**config.mk**
```make
export PLATFORM = sky130hd
export DESIGN_NAME = divstep_unit
export DESIGN_NICKNAME = d
export VERILOG_FILES = /design/src/rtl/divstep_pkg.sv /design/src/rtl/divstep_addsub.sv /design/src/rtl/divstep_init.sv /design/src/rtl/divstep_stepper.sv /design/src/rtl/divstep_unit.sv
export SDC_FILE = /design/constraint.sdc
export NUM_CORES = 1
export LEC_CHECK = 0
export ABC_CLOCK_PERIOD_IN_PS = 4100
export BUFFER_PORTS_ARGS = -buffer_cell sky130_fd_sc_hd__buf_2
export CORE_UTILIZATION = 52
export CTS_BUF_LIST = sky130_fd_sc_hd__clkbuf_8
export DETAILED_ROUTE_END_ITERATION = 8
export PLACE_DENSITY = 0.89
export SYNTH_ARGS = -nofsm -noshare
export SYNTH_HDL_FRONTEND = slang
export SYNTH_SLANG_ARGS = --single-unit
```
**constraint.sdc**
```tcl
create_clock -name clk -period 4.1 [get_ports clk]
set_clock_uncertainty 0.2 [all_clocks]
set_input_delay 1.025 -clock clk [delete_from_list [all_inputs] [get_ports clk]]
set_output_delay 1.025 -clock clk [all_outputs]
set_load 0.02 [all_outputs]
```
**src/rtl/divstep_pkg.sv**
```systemverilog
// Package: shared command codes and state-bit bundle for the division step unit.
// Assumes: two-bit command field driven by the issuing sequencer.
package divstep_pkg;

    typedef enum logic [1:0] {
        DS_INIT_UNS = 2'd0,
        DS_INIT_SGN = 2'd1,
        DS_STEP     = 2'd2,
        DS_LOAD_T   = 2'd3
    } ds_op_e;

    typedef struct packed {
        logic q;
        logic m;
        logic t;
    } ds_flags_t;

endpackage

```
**src/rtl/divstep_addsub.sv**
```systemverilog
// Module: W-bit adder/subtractor with a carry (or borrow) out of the top.
// Assumes: unsigned operands; on subtract, carry_out=1 means operand > base.
module divstep_addsub #(
    parameter int W = 32
) (
    input  logic [W-1:0] base,
    input  logic [W-1:0] operand,
    input  logic         do_sub,
    output logic [W-1:0] result,
    output logic         carry_out
);
    localparam int XW = W + 1;

    logic [XW-1:0] ext;

    // Widen by one bit so the carry/borrow lands in the extra position.
    always_comb begin
        if (do_sub) begin
            ext = {1'b0, base} - {1'b0, operand};
        end else begin
            ext = {1'b0, base} + {1'b0, operand};
        end
    end

    assign result    = ext[W-1:0];
    assign carry_out = ext[W];

endmodule

```
**src/rtl/divstep_init.sv**
```systemverilog
// Module: computes the state bits for the two set-up commands.
// Assumes: only the sign bits of the operands matter for the flags.
module divstep_init
    import divstep_pkg::*;
(
    input  logic      a_msb,
    input  logic      b_msb,
    input  logic      signed_mode,
    output ds_flags_t flags_init
);
    // Unsigned set-up clears everything; signed set-up takes the operand signs.
    always_comb begin
        if (signed_mode) begin
            flags_init.q = a_msb;
            flags_init.m = b_msb;
            flags_init.t = a_msb ^ b_msb;
        end else begin
            flags_init = '0;
        end
    end

endmodule

```
**src/rtl/divstep_stepper.sv**
```systemverilog
// Module: combinational next state for one non-restoring division iteration.
// Assumes: remainder and divisor are W-bit unsigned words, W >= 2.
module divstep_stepper
    import divstep_pkg::*;
#(
    parameter int W = 32
) (
    input  logic [W-1:0] rem_cur,
    input  logic [W-1:0] divisor,
    input  ds_flags_t    flags_cur,
    output logic [W-1:0] rem_next,
    output ds_flags_t    flags_next
);
    localparam int MSB = W - 1;

    logic [W-1:0] shifted;
    logic [W-1:0] sum;
    logic         q_shift;
    logic         do_sub;
    logic         cout;

    assign q_shift = rem_cur[MSB];
    assign shifted = {rem_cur[MSB-1:0], flags_cur.t};
    assign do_sub  = (flags_cur.q == flags_cur.m);

    divstep_addsub #(.W(W)) u_addsub (
        .base      (shifted),
        .operand   (divisor),
        .do_sub    (do_sub),
        .result    (sum),
        .carry_out (cout)
    );

    // Fold the carry into Q and derive the next quotient bit in T.
    always_comb begin
        rem_next     = sum;
        flags_next.m = flags_cur.m;
        flags_next.q = q_shift ^ flags_cur.m ^ cout;
        flags_next.t = (flags_next.q == flags_cur.m);
    end

endmodule

```
**src/rtl/divstep_unit.sv**
```systemverilog
// Module: top of the division step unit; holds remainder, divisor and Q/M/T.
// Assumes: one command per cycle at most; results visible the next cycle.
module divstep_unit
    import divstep_pkg::*;
#(
    parameter int W = 32
) (
    input  logic         clk,
    input  logic         rst_n,
    input  logic         cmd_valid,
    input  logic [1:0]   cmd_op,
    input  logic [W-1:0] opnd_a,
    input  logic [W-1:0] opnd_b,
    input  logic         t_in,
    output logic [W-1:0] rem_out,
    output logic         q_out,
    output logic         m_out,
    output logic         t_out,
    output logic         done
);
    logic [W-1:0] rem_q;
    logic [W-1:0] div_q;
    ds_flags_t    flags_q;
    logic         done_q;

    logic [W-1:0] step_rem;
    ds_flags_t    step_flags;
    ds_flags_t    init_flags;
    ds_op_e       op;

    assign op = ds_op_e'(cmd_op);

    divstep_init u_init (
        .a_msb       (opnd_a[W-1]),
        .b_msb       (opnd_b[W-1]),
        .signed_mode (op == DS_INIT_SGN),
        .flags_init  (init_flags)
    );

    divstep_stepper #(.W(W)) u_step (
        .rem_cur    (rem_q),
        .divisor    (div_q),
        .flags_cur  (flags_q),
        .rem_next   (step_rem),
        .flags_next (step_flags)
    );

    // State update: apply the accepted command, flag completion next cycle.
    always_ff @(posedge clk) begin
        if (!rst_n) begin
            rem_q   <= '0;
            div_q   <= '0;
            flags_q <= '0;
            done_q  <= 1'b0;
        end else begin
            done_q <= cmd_valid;
            if (cmd_valid) begin
                case (op)
                    DS_INIT_UNS, DS_INIT_SGN: begin
                        rem_q   <= opnd_a;
                        div_q   <= opnd_b;
                        flags_q <= init_flags;
                    end
                    DS_STEP: begin
                        rem_q   <= step_rem;
                        flags_q <= step_flags;
                    end
                    default: begin
                        flags_q.t <= t_in;
                    end
                endcase
            end
        end
    end

    assign rem_out = rem_q;
    assign q_out   = flags_q.q;
    assign m_out   = flags_q.m;
    assign t_out   = flags_q.t;
    assign done    = done_q;

endmodule

```
== Yosys cells after proc, flatten, opt, wreduce, memory -nomap -nowiden ==
Cells that the tools add are included.

* Flip-flop bits (word level): 68
* Latch bits: 0
* Bits in writable memories: 0
* Memory bits (read-only): 0
* Bits of input ports: 70
* Output and inout port bits: 36
* Logic and storage cells: 27
* Memories kept: 0

* Add/subtract/negate cells: 2
* Multiply operators: 0
* Divide/modulo/power cells: 0
* Magnitude comparators: 0
* Equal/unequal tests: 4
* Shifts and indexed selects: 0
* Muxes and demuxes: 5
* Bitwise logic cells: 4
* Reductions and logical operators: 6

{| class="wikitable"
|+ Operator list
! kind !! count
|-
| 32-bit one-hot mux with 2 select lines || 1
|-
| 32-bit by 32-bit adder with 33-bit output || 1
|-
| 33-bit two-way mux || 1
|-
| 32-bit by 32-bit subtractor with 33-bit output || 1
|-
| 2-bit one-hot mux with 2 select lines || 1
|-
| 2-bit AND reduction || 2
|-
| 3-bit two-way mux || 1
|-
| 3-bit AND reduction || 1
|-
| 1-bit XOR || 3
|-
| 1-bit equality test || 2
|-
| 2-bit by 1-bit equality test with 1-bit output (second input constant) || 1
|-
| 2-bit equality test (second input constant) || 1
|-
| 2-bit zero test || 1
|-
| 1-bit one-hot mux with 2 select lines || 1
|-
| 2-bit nonzero test || 1
|-
| 2-bit OR reduction || 1
|-
| 1-bit NOT || 1
|}

== Depth between registers and ports, before layout ==
Gate-level depths: netlist of run 1.

* Depth after elaboration: 5
* Depth in mapped cells: 17
* Depth with buffers taken out: 17

== Cells and area by module ==
From an unflattened synthesis of run 1, not the netlist that was laid out.

* Cells, all modules: 721
* Area total of the unflattened synthesis: 5,372.7 um^2

{| class="wikitable"
|+ Modules (own cells, without submodules)
! module !! instances !! cells each !! area an instance (um^2) !! seq. area each (um^2)
|-
| divstep_unit || 1 || 341 || 2,702.6 || 1,361.3
|-
| divstep_addsub || 1 || 372 || 2,592.5 || 0.0
|-
| divstep_stepper || 1 || 4 || 48.8 || 0.0
|-
| divstep_init || 1 || 4 || 28.8 || 0.0
|}

== Least setup slack after synthesis of run 1 ==
No wires, ideal clock.

* Path kind: register -> register
* From: register div_q[2]
* To: register flags_q, in the netlist q_out
* Setup time: 0.142 ns
* Arrival time: 3.926 ns
* Required time: 3.758 ns
* Setup slack: -0.167 ns
* Cell stages (with the launch flop): 18
* Path buffers: 1
* Clock period less this slack: 4.267 ns
* Cell sequence: dfxtp_1 nor4_1 nor2b_1 nand3_1 nor3_1 a21oi_1 xnor2_1 ha_1 clkbuf_1 nand3_1 or3_1 or3_1 o221ai_1 nand2_1 o21ai_0 o32a_1 a21o_1 a41oi_2

* Word-level cells in the longest chain between the ends: 4
* Elaborated cells between the ends (all ways): 5
* Those cells by class: add/sub (2); mux (2); bitwise (1)

{| class="wikitable"
|+ RTL lines
! element !! RTL line !! RTL
|-
| from (decl) || divstep_unit.sv:22 || <nowiki>logic [W-1:0] div_q;</nowiki>
|-
| from (signal assigned) || divstep_unit.sv:61 || <nowiki>div_q <= opnd_b;</nowiki>
|-
| 32-bit by 32-bit adder with 33-bit output or 32-bit by 32-bit subtractor with 33-bit output (tied branches) || divstep_addsub.sv:21, divstep_addsub.sv:19 ||
|-
| 33-bit two-way mux (*) || divstep_addsub.sv:18 || <nowiki>if (do_sub) begin</nowiki>
|-
| 1-bit XOR (*) || divstep_stepper.sv:38 || <nowiki>flags_next.q = q_shift ^ flags_cur.m ^ cout;</nowiki>
|-
| 2-bit one-hot mux with 2 select lines (*) || divstep_unit.sv:58 || <nowiki>case (op)</nowiki>
|-
| to (signal assigned) || divstep_unit.sv:62 || <nowiki>flags_q <= init_flags;</nowiki>
|-
| to (signal assigned) || divstep_unit.sv:66 || <nowiki>flags_q <= step_flags;</nowiki>
|-
| to (decl) || divstep_unit.sv:23 || <nowiki>ds_flags_t flags_q;</nowiki>
|}

Every way passes the cells marked *; elsewhere a longest branch is shown, timed or not. The select of a mux whose other input is x is not followed.
A chain may end at the register's enable or synchronous reset.

== Worst setup path in the final report of run 1 ==
* From: register div_q[12]
* To: register flags_q, in the netlist q_out

The elaborated chain is that of the path after synthesis.

==> results_dict.tcl, run 1 <==
set metrics [dict create \
    power.internal_w 0.001662 \
    core_um2 9371 \
    worstSetupStartpointType "flip-flop" \
    dr.pass1.iters 5 \
    insertion_delay_ns 0.36 \
    placed_area_um2 6101 \
    reg2reg_from "div_q[12]$_SDFFE_PN0P_" \
    fmax_mhz 239.3 \
    overflow 0 \
    grt_use_total 0.3286 \
    drc 0 \
    area_growth_syn_to_layout_pct 31.12 \
    synth_cell_type_count 53 \
    nets 922 \
    synth_xor_xnor_area_share 0.09598 \
    switching_power_w 0.001189 \
    pwr-share-seq 0.269 \
    comb_power_share 0.533 \
    clock-sinks 68 \
    port-buffer-count 105 \
    synth_compound_area_frac 0.3124 \
    max_cap_violations 0 \
    period_share 1.019 \
    dp_hpwl_um 11890 \
    cp-end-kind "flip-flop" \
    die_x_um 101.1 \
    hold_viol 0 \
    min_path_cells 2 \
    ys_seq_elements 68 \
    first_global_vias 5526 \
    via_per_inst 6.047 \
    cts_tree "yes" \
    startpoint "div_q[12]$_SDFFE_PN0P_" \
    crit_arrival_ns 4.21 \
    post-route-min-period_ns 4.180 \
    swShare 0.4170 \
    grt_pass1_wl_um 26370 \
    synth-main-ff-cell "dfxtp_1" \
    synthAdderAreaFrac 0.08472 \
    ioPinCount 106 \
    syn-num-nets 777 \
    place.gp.congestion 0.9617 \
    path_clk_slew_ns 0.08 \
    cts_buffers 9 \
    worstSetupPathType "flip-flop to flip-flop" \
    yosysSeqAreaShare 0.2664 \
    finalSetupTns_ns -0.1438 \
    tightest_slew_ns 1.207 \
    synth_top_area_frac 0.2664 \
    final_max_slew_viol_count 0 \
    fin_area_um2 6700 \
    drt_iter0_drc 406 \
    hold_start "rem_out[25]$_SDFFE_PN0P_" \
    whs_endpoint "rem_out[25]$_SDFFE_PN0P_" \
    grt_max_degree 40 \
    synth_cells 673 \
    die_height_um 101.1 \
    status "finished, violations left" \
    setup_viol 4 \
    synthArstFlopShare 0 \
    wire_per_inst_um 17.85 \
    hold_class "flip-flop to flip-flop" \
    synthSimpleGateAreaFrac 0.2020 \
    synth_top_family_by_area "compound AO/OA/AOI/OAI gates" \
    p_clk_frac 0.198 \
    crit_fanout 4 \
    clock-root-buffer "clkbuf_8" \
    die_area_um2 10230 \
    diodes 0 \
    place_inst 926 \
    peakVddDrop_v 0.0001857 \
    r2r_setup_slack_ns -0.08 \
    row_count 35 \
    synth_largest_area_cell "dfxtp_1" \
    routed_wl_um 17000 \
    yosysWarnings 0 \
    antenna_found_initial 0 \
    timing.rr.end "q_out$_SDFFE_PN0P_" \
    synth-edff-count 0 \
    p_leak_nw 2.885 \
    final_cells 952 \
    relSlewSlack 0.1943 \
    finalPower_w 0.002851 \
    synthTopCellsByArea "dfxtp_1, nand2_1, ha_1" \
    syn_area_um2 5110 \
    htree_num_levels 3 \
    syn_avg_cell_area_um2 7.593 \
    reg2reg_depth 16 \
    rsz0062_at_grt "yes" \
    crit_required_ns 4.13 \
    synth_mux_area_frac 0.003918 \
    failed_checks "negative setup slack" \
    powerDensity_nw_per_um2 425.5 \
    whs_ns 0.2787 \
    start_util 0.5453 \
    ant_nets 0 \
    drive_above_1_share 0.2977 \
    worst_slack_ns -0.07972 \
    clk_path_buf_depth 2 \
    vias 5757 \
]
-- cells by family (layout without fill, tap and decap cells) --
family	count (synthesis)	count (layout)
AO/OA/AOI/OAI	234	234
XOR/XNOR	56	56
multiplexers	2	2
flip-flops	68	68
adder cells (fa/ha/maj)	34	34
buffers and inverters	47	197
AND/OR/NAND/NOR	232	232
-- synth_stat cells (all sizes together), types with 2 or more instances --
cell type and instances:
o211ai 5, nor3 12, a211oi 5, nand3 12
o41ai 4, mux2i 2, nor2b 4, nor2 38
buf 3, inv 12, a41oi 2, and3 2
o21a 7, ha 33, a21oi 49, o2111ai 2
o221ai 16, or3 10, a31oi 5, xnor2 26
clkbuf 32, dfxtp 68, o31ai 21, nand2 128
or4 3, nand2b 3, and2 8, a21o 12
o22ai 4, o21bai 3, xor2 30, a21boi 51
o21ai 40, o211a 2, nor4 3, nand4 3
-- cell usage in the layout (no fill, tap or decap), types with 4 or more instances in the layout --
cell and count:
a21boi_0 49, a21o_1 12, a21oi_1 43, a21oi_2 6
and2_1 7, buf_2 105, buf_4 61, clkbuf_8 9
dfxtp_1 65, ha_1 32, inv_1 12, nand2_1 126
nand3_1 11, nor2_1 35, nor3_1 11, o211ai_1 5
o21a_1 7, o21ai_0 30, o21ai_1 4, o21ai_2 5
o221ai_1 14, o22ai_1 4, o31ai_1 15, or3_1 4
or3_4 5, xnor2_1 25, xor2_1 28
-- final cells by class --
cell class,instances,area (µm²)
Tap cell,129,161.4
Sequential cell,68,1365
Fill cell,733,2671
Timing Repair Buffer,169,1017
Inverter,12,45.04
Clock buffer,9,123.9
Clock inverter,7,68.82
Multi-Input combinational cell,558,3919
-- layer usage --
metal,global-route usage,up-vias,wire length [µm]
li1,-,2721,-
met1,0.4054,2673,6908
met2,0.5531,306,8024
met3,0.07108,57,1439
met4,0.1416,0,622
met5,0,-,0
-- per-stage QoR --
step | util | setup WS [ns]
finish | 0.7150 | -0.07972
CTS | 0.6876 | 0.003393
floorplan | - | 0.008491
global route | 0.7150 | -0.2757
global placement | 0.6510 | -0.09744
detailed placement | 0.6510 | -0.2720
-- registers in the layout (all words and copies together) (netlist names) --
signal / cells
m_out: 1
q_out: 1
div_q: 32
t_out: 1
rem_out: 32
done: 1
-- timing repair --
action                     in CTS  in global routing
hold endpoints to repair        0                  0
hold buffers                    0                  0
setup endpoints to repair      11                 17
resized for setup              25                 51
buffers inserted                6                  4
pin swaps                      11                 34
-- worst max-delay path, stage by stage, from the launching register on --
cell and delay, ns:
dfxtp_2 0.32, or4_4 0.53, or3_4 0.37, nor2_4 0.14
nand2_4 0.09, o21ai_2 0.14, xor2_1 0.09, ha_1 0.33
nand4_1 0.18, or3_4 0.38, or3_4 0.36, o221ai_4 0.21
nand2_4 0.10, o21ai_4 0.17, o32a_1 0.20, a21o_1 0.14
a41oi_2 0.10
-- power by group through the flow --
stage                     registers [W]  logic [W]  clock network, W
after floorplan                0.000808   0.000822                 0
after global placement         0.000772    0.00122                 0
after detailed placement       0.000775    0.00125                 0
after CTS                      0.000761    0.00133          0.000566
after global routing           0.000770    0.00164          0.000604
final                          0.000766    0.00152          0.000565
-- worst max-delay path by stage --
stage	end	slack (ns)	cells after the start
final	q_out$_SDFFE_PN0P_	-0.08	16
after global routing	rem_out[27]$_SDFFE_PN0P_	-0.28	17
after CTS	rem_out[27]$_SDFFE_PN0P_	0.003	18
after detailed placement	q_out$_SDFFE_PN0P_	-0.27	16
after global placement	q_out$_SDFFE_PN0P_	-0.1	17
after floorplan	q_out$_SDFFE_PN0P_	0.008	16
No activity file was read; power rests on OpenSTA's default activity.
==> run 2, diff against run 1 <==
CELL_PAD_IN_SITES_DETAIL_PLACEMENT = 1   (was unset)
CELL_PAD_IN_SITES_GLOBAL_PLACEMENT = 1   (was unset)
CORE_MARGIN = 4   (was unset)
CORE_UTILIZATION = 37   (was 52)
PLACE_DENSITY = 0.88   (was 0.89)
==> results_dict.tcl, run 2 (synthesized netlist as in run 1, its figures left out) <==
set metrics [dict create \
    routed_wl_um 22490 \
    post-route-min-period_ns 4.436 \
    period_share 1.082 \
    cpPeakStageDelay_ns 0.43 \
    dp_hpwl_um 14350 \
    fin_area_um2 6857 \
    dr.pass1.iters 5 \
    path_clk_slew_ns 0.09 \
    via_per_inst 6.108 \
    drc 0 \
    crit_arrival_ns 4.51 \
    die_x_um 125.5 \
    path_buf_inv 1 \
    p_leak_nw 2.918 \
    drt_iter0_drc 472 \
    core_um2 13400 \
    fmax_mhz 225.4 \
    nets 930 \
    clock-sinks 68 \
    relSlewSlack 0.4435 \
    start_util 0.3813 \
    status "finished, violations left" \
    finalPower_w 0.003013 \
    clock-root-buffer "clkbuf_8" \
    row_count 42 \
    setup_viol 13 \
    rsz0062_at_grt "yes" \
    failed_checks "negative setup slack" \
    worstSetupStartpointType "flip-flop" \
    powerDensity_nw_per_um2 439.4 \
    antenna_found_initial 1 \
    hold_class "flip-flop to flip-flop" \
    placed_area_um2 6167 \
    whs_ns 0.2989 \
    place_ws_ns -0.2907 \
    die_height_um 125.5 \
    layout_common_cells "nand2_1, buf_2, buf_4" \
    layout.filler_cells 1682 \
    hold_viol 0 \
    grt_max_degree 42 \
    cts_hold_buf 0 \
    die_area_um2 15760 \
    drive_above_1_share 0.3189 \
    tightest_slew_ns 0.8347 \
    grt_use_total 0.2671 \
    area_growth_syn_to_layout_pct 34.18 \
    grt_pass1_wl_um 33530 \
    overflow 0 \
    insertion_delay_ns 0.40 \
    max_cap_violations 0 \
    peakVddDrop_v 0.0001787 \
    final_max_slew_viol_count 0 \
    cts_tree "yes" \
    clk_path_buf_depth 2 \
    crit_fanout 4 \
    slowest_stage "or3_4" \
    place.gp.congestion 0.8853 \
    cp-end-kind "flip-flop" \
    ant_nets 0 \
    cts_buffers 9 \
    worstSetupPathType "flip-flop to flip-flop" \
    vias 6157 \
    htree_num_levels 3 \
    cpLargestDelayFamily "simple AND/OR/NAND/NOR gates" \
    crit_required_ns 4.18 \
    port-buffer-count 105 \
    ioPinCount 106 \
    crit_path_cell_trace "nor4_4 > nand4b_1 > or3_4 > o31ai_4 > xor2_2 > ha_4 > buf_6 > nand4_1 > or3_4 > or3_4 > o221ai_2 > nand2_2 > o21ai_2 > o32a_1 > a21o_1 > a41oi_2" \
    worst_slack_ns -0.3360 \
    layout_commonest_cell "nand2_1" \
    cpMostUsedCell "or3_4" \
    finalSetupTns_ns -2.263 \
    wire_per_inst_um 22.31 \
    first_global_vias 6340 \
]
==> run 2: layout make-up <==
type | instances | area [µm²] | share of cell area
Timing Repair Buffer | 177 | 1074 | 0.1566
Clock buffer | 9 | 123.9 | 0.01807
Antenna cell | 1 | 2.502 | 0.0003650
Inverter | 12 | 45.04 | 0.006569
Tap cell | 176 | 220.2 | 0.03212
Multi-Input combinational cell | 558 | 3951 | 0.5763
Clock inverter | 7 | 75.07 | 0.01095
Sequential cell | 68 | 1365 | 0.1991
==> run 2: layer usage <==
layer,vias to the layer above,track usage,wire (µm),share of wire
met5,-,0.01238,0,0
met4,0,0.1390,1048,0.047
met3,88,0.05373,1452,0.065
met2,310,0.4607,11120,0.49
met1,3020,0.3110,8872,0.39
li1,2739,-,-,-
==> run 2: worst paths after layout <==
path / startpoint / to / slack [ns] / depth (start not counted)
worst min-delay path: rem_out[10]$_SDFFE_PN0P_ / rem_out[10]$_SDFFE_PN0P_ / 0.30 / 2
worst min register to register: rem_out[10]$_SDFFE_PN0P_ / rem_out[10]$_SDFFE_PN0P_ / 0.30 / 2
worst max register to register: div_q[2]$_SDFFE_PN0P_ / q_out$_SDFFE_PN0P_ / -0.34 / 16
worst max-delay path: div_q[2]$_SDFFE_PN0P_ / q_out$_SDFFE_PN0P_ / -0.34 / 16
==> run 2: power breakdown <==
| group | total [W] | leakage [nW] | switching [W] | internal (W) |
|---|---|---|---|---|
| registers | 0.000772 | 0.560 | 0.0000616 | 0.000710 |
| clock network | 0.000594 | 0.0923 | 0.000311 | 0.000283 |
| logic | 0.00165 | 2.27 | 0.000944 | 0.000702 |
==> run 2: timing repair <==
item / CTS / global route
pin swaps: 36 / 16
buffers inserted: 17 / 3
setup endpoints to repair: 12 / 20
gates resized for setup: 55 / 29
gates cloned: 0 / 0
==> run 2: worst register-to-register path, stage by stage (launching register included) <==
cell and delay (ns):
dfxtp_2 0.35, nor4_4 0.36, nand4b_1 0.24, or3_4 0.43
o31ai_4 0.26, xor2_2 0.16, ha_4 0.32, buf_6 0.10
nand4_1 0.15, or3_4 0.37, or3_4 0.34, o221ai_2 0.16
nand2_2 0.15, o21ai_2 0.22, o32a_1 0.25, a21o_1 0.17
a41oi_2 0.11
==> run 2: through the flow <==
step / utilization / cells
after floorplan: - / 673
after global placement: 0.4602 / 973
after CTS: 0.5004 / 1004
after detailed placement: 0.4602 / 973
final: 0.5117 / 1008
after global routing: 0.5117 / 1008
==> run 3, diff against run 2 <==
ABC_CLOCK_PERIOD_IN_PS = 4350   (was 4100)
CORE_UTILIZATION = 41   (was 37)
PLACE_DENSITY = 0.92   (was 0.88)
clock period = 4.35 ns   (was 4.1 ns; I/O delays follow)
==> results_dict.tcl, run 3 (synthesized netlist as in run 1, its figures left out) <==
set metrics [dict create \
    slowest_stage "or4_4" \
    core_um2 12110 \
    cpPeakStageDelay_ns 0.53 \
    ioPinCount 106 \
    nets 922 \
    crit_fanout 5 \
    setup_viol 5 \
    post-route-util 0.5516 \
    place_inst 960 \
    comb_power_share 0.533 \
    crit_arrival_ns 4.66 \
    final_cells 990 \
    antenna_found_initial 0 \
    max_cap_violations 0 \
    hold_start "rem_out[26]$_SDFFE_PN0P_" \
    crit_required_ns 4.45 \
    hold_viol 0 \
    insertion_delay_ns 0.39 \
    r2r_setup_slack_ns -0.21 \
    row_count 40 \
    routed_wl_um 22720 \
    hold_class "flip-flop to flip-flop" \
    cts_tree "yes" \
    first_global_vias 6312 \
    cts_buffers 9 \
    die_x_um 119.6 \
    worstSetupPathType "flip-flop to flip-flop" \
    power.internal_w 0.001662 \
    grtUsageMet1 0.3201 \
    path_clk_slew_ns 0.08 \
    cp-end-kind "flip-flop" \
    cts_hold_buf 0 \
    wire_per_inst_um 22.95 \
    pwr-share-seq 0.251 \
    ant_nets 0 \
    clk_path_buf_depth 2 \
    drc 0 \
    overflow 0 \
    port-buffer-count 105 \
    worstSetupStartpointType "flip-flop" \
    die_height_um 119.6 \
    reg2reg_from "div_q[12]$_SDFFE_PN0P_" \
    fmax_mhz 219.2 \
    final_max_slew_viol_count 0 \
    grtUsageMet3 0.06456 \
    relSlewSlack 0.2869 \
    timing.rr.end "rem_out[28]$_SDFFE_PN0P_" \
    powerDensity_nw_per_um2 432.9 \
    whs_endpoint "rem_out[26]$_SDFFE_PN0P_" \
    clock-root-buffer "clkbuf_8" \
    tightest_slew_ns 1.068 \
    finalSetupTns_ns -0.6574 \
    grtUsageMet2 0.4778 \
    start_util 0.4219 \
    rsz0062_at_grt "yes" \
    place.gp.congestion 0.9669 \
    cpLargestDelayFamily "compound AO/OA/AOI/OAI gates" \
    min_path_cells 2 \
    failed_checks "negative setup slack" \
    dr.pass1.iters 4 \
    reg2reg_depth 18 \
    p_clk_frac 0.217 \
    crit_path_cell_trace "or4_4 > or3_4 > nor2_4 > nand2_4 > o21ai_2 > xor2_1 > ha_1 > buf_4 > a211oi_1 > o221ai_2 > a211oi_4 > o221ai_2 > nand2_2 > buf_4 > o21ai_2 > xnor2_2 > nor2_1 > o31ai_1" \
    peakVddDrop_v 0.0001862 \
    area_growth_syn_to_layout_pct 30.73 \
    switching_power_w 0.001230 \
    swShare 0.4253 \
    grt_max_degree 42 \
    p_leak_nw 2.856 \
    path_buf_inv 2 \
    vias 6133 \
    drt_iter0_drc 552 \
    period_share 1.049 \
    layout.filler_cells 1559 \
    grt_use_total 0.2775 \
    layout_commonest_cell "nand2_1" \
    diodes 0 \
    die_area_um2 14310 \
    place_ws_ns -0.2726 \
    status "finished, violations left" \
    post-route-min-period_ns 4.561 \
    drive_above_1_share 0.2822 \
    grt_pass1_wl_um 31910 \
    finalPower_w 0.002892 \
    clock-sinks 68 \
    via_per_inst 6.195 \
    worst_slack_ns -0.2112 \
    grt-busiest-layer "met2" \
    htree_num_levels 3 \
    dp_hpwl_um 14740 \
    layout_common_cells "nand2_1, buf_2, dfxtp_1" \
]
[run 3: cell count changes in the layout (fill, tap and decap cells not counted), moves of 4 or more]
cell      delta
a21boi_0     +4
a21boi_1     -4
a21oi_2      -4
buf_4        -6
xor2_1       +4
xor2_2       -4
[run 3: area by class of cell]
cell class	instances	area, µm²	share of cell area
clock buffers	11	151.4	0.02266
clock inverters	4	72.57	0.01086
inverters	12	45.04	0.006743
multi-input cells	558	3832	0.5737
flip-flops and latches	68	1363	0.2040
well taps	168	210.2	0.03147
repair buffers	169	1006	0.1506
[run 3: worst max path at each step]
stage	depth (start not counted)	to	slack, ns	start
after floorplan	17	q_out$_SDFFE_PN0P_	0.08	div_q[2]$_SDFFE_PN0P_
after global placement	16	q_out$_SDFFE_PN0P_	-0.03	div_q[12]$_SDFFE_PN0P_
after detailed placement	17	q_out$_SDFFE_PN0P_	-0.27	div_q[12]$_SDFFE_PN0P_
after CTS	17	q_out$_SDFFE_PN0P_	-0.02	div_q[12]$_SDFFE_PN0P_
after global routing	16	rem_out[30]$_SDFFE_PN0P_	-0.31	div_q[2]$_SDFFE_PN0P_
final	18	rem_out[28]$_SDFFE_PN0P_	-0.21	div_q[12]$_SDFFE_PN0P_
[run 3: worst min-delay path: stages (launching register included)]
cell and delay (ns):
dfxtp_1 0.33, nand2_1 0.06, o31ai_1 0.05
[run 3: metal layers]
| metal | wire, µm | up-vias |
|---|---|---|
| met5 | 0 | - |
| met1 | 8705 | 3009 |
| met3 | 1660 | 97 |
| li1 | - | 2709 |
| met4 | 1038 | 0 |
| met2 | 11320 | 318 |
[run 3: power groups by stage]
stage	combinational, W	clock, W	sequential [W]
floorplan	0.000770	0	0.000761
detailed placement	0.00123	0	0.000734
CTS	0.00128	0.000623	0.000720
global placement	0.00115	0	0.000731
global route	0.00162	0.000662	0.000731
finish	0.00154	0.000626	0.000726
[run 3: stage by stage]
step	area, µm²	hold WS [ns]
2_1_floorplan	5110	0.2630
3_3_place_gp	6088	0.2678
3_5_place_dp	6088	0.2847
4_1_cts	6380	0.2939
5_1_grt	6680	0.3262
6_report	6680	0.2828
[run 3: repair_timing]
action | CTS | global route
hold endpoints to repair | 0 | 0
buffers inserted | 0 | 15
pin swaps | 4 | 20
gates resized for setup | 18 | 42
gates cloned | 0 | 0
endpoints found under the setup margin | 9 | 14
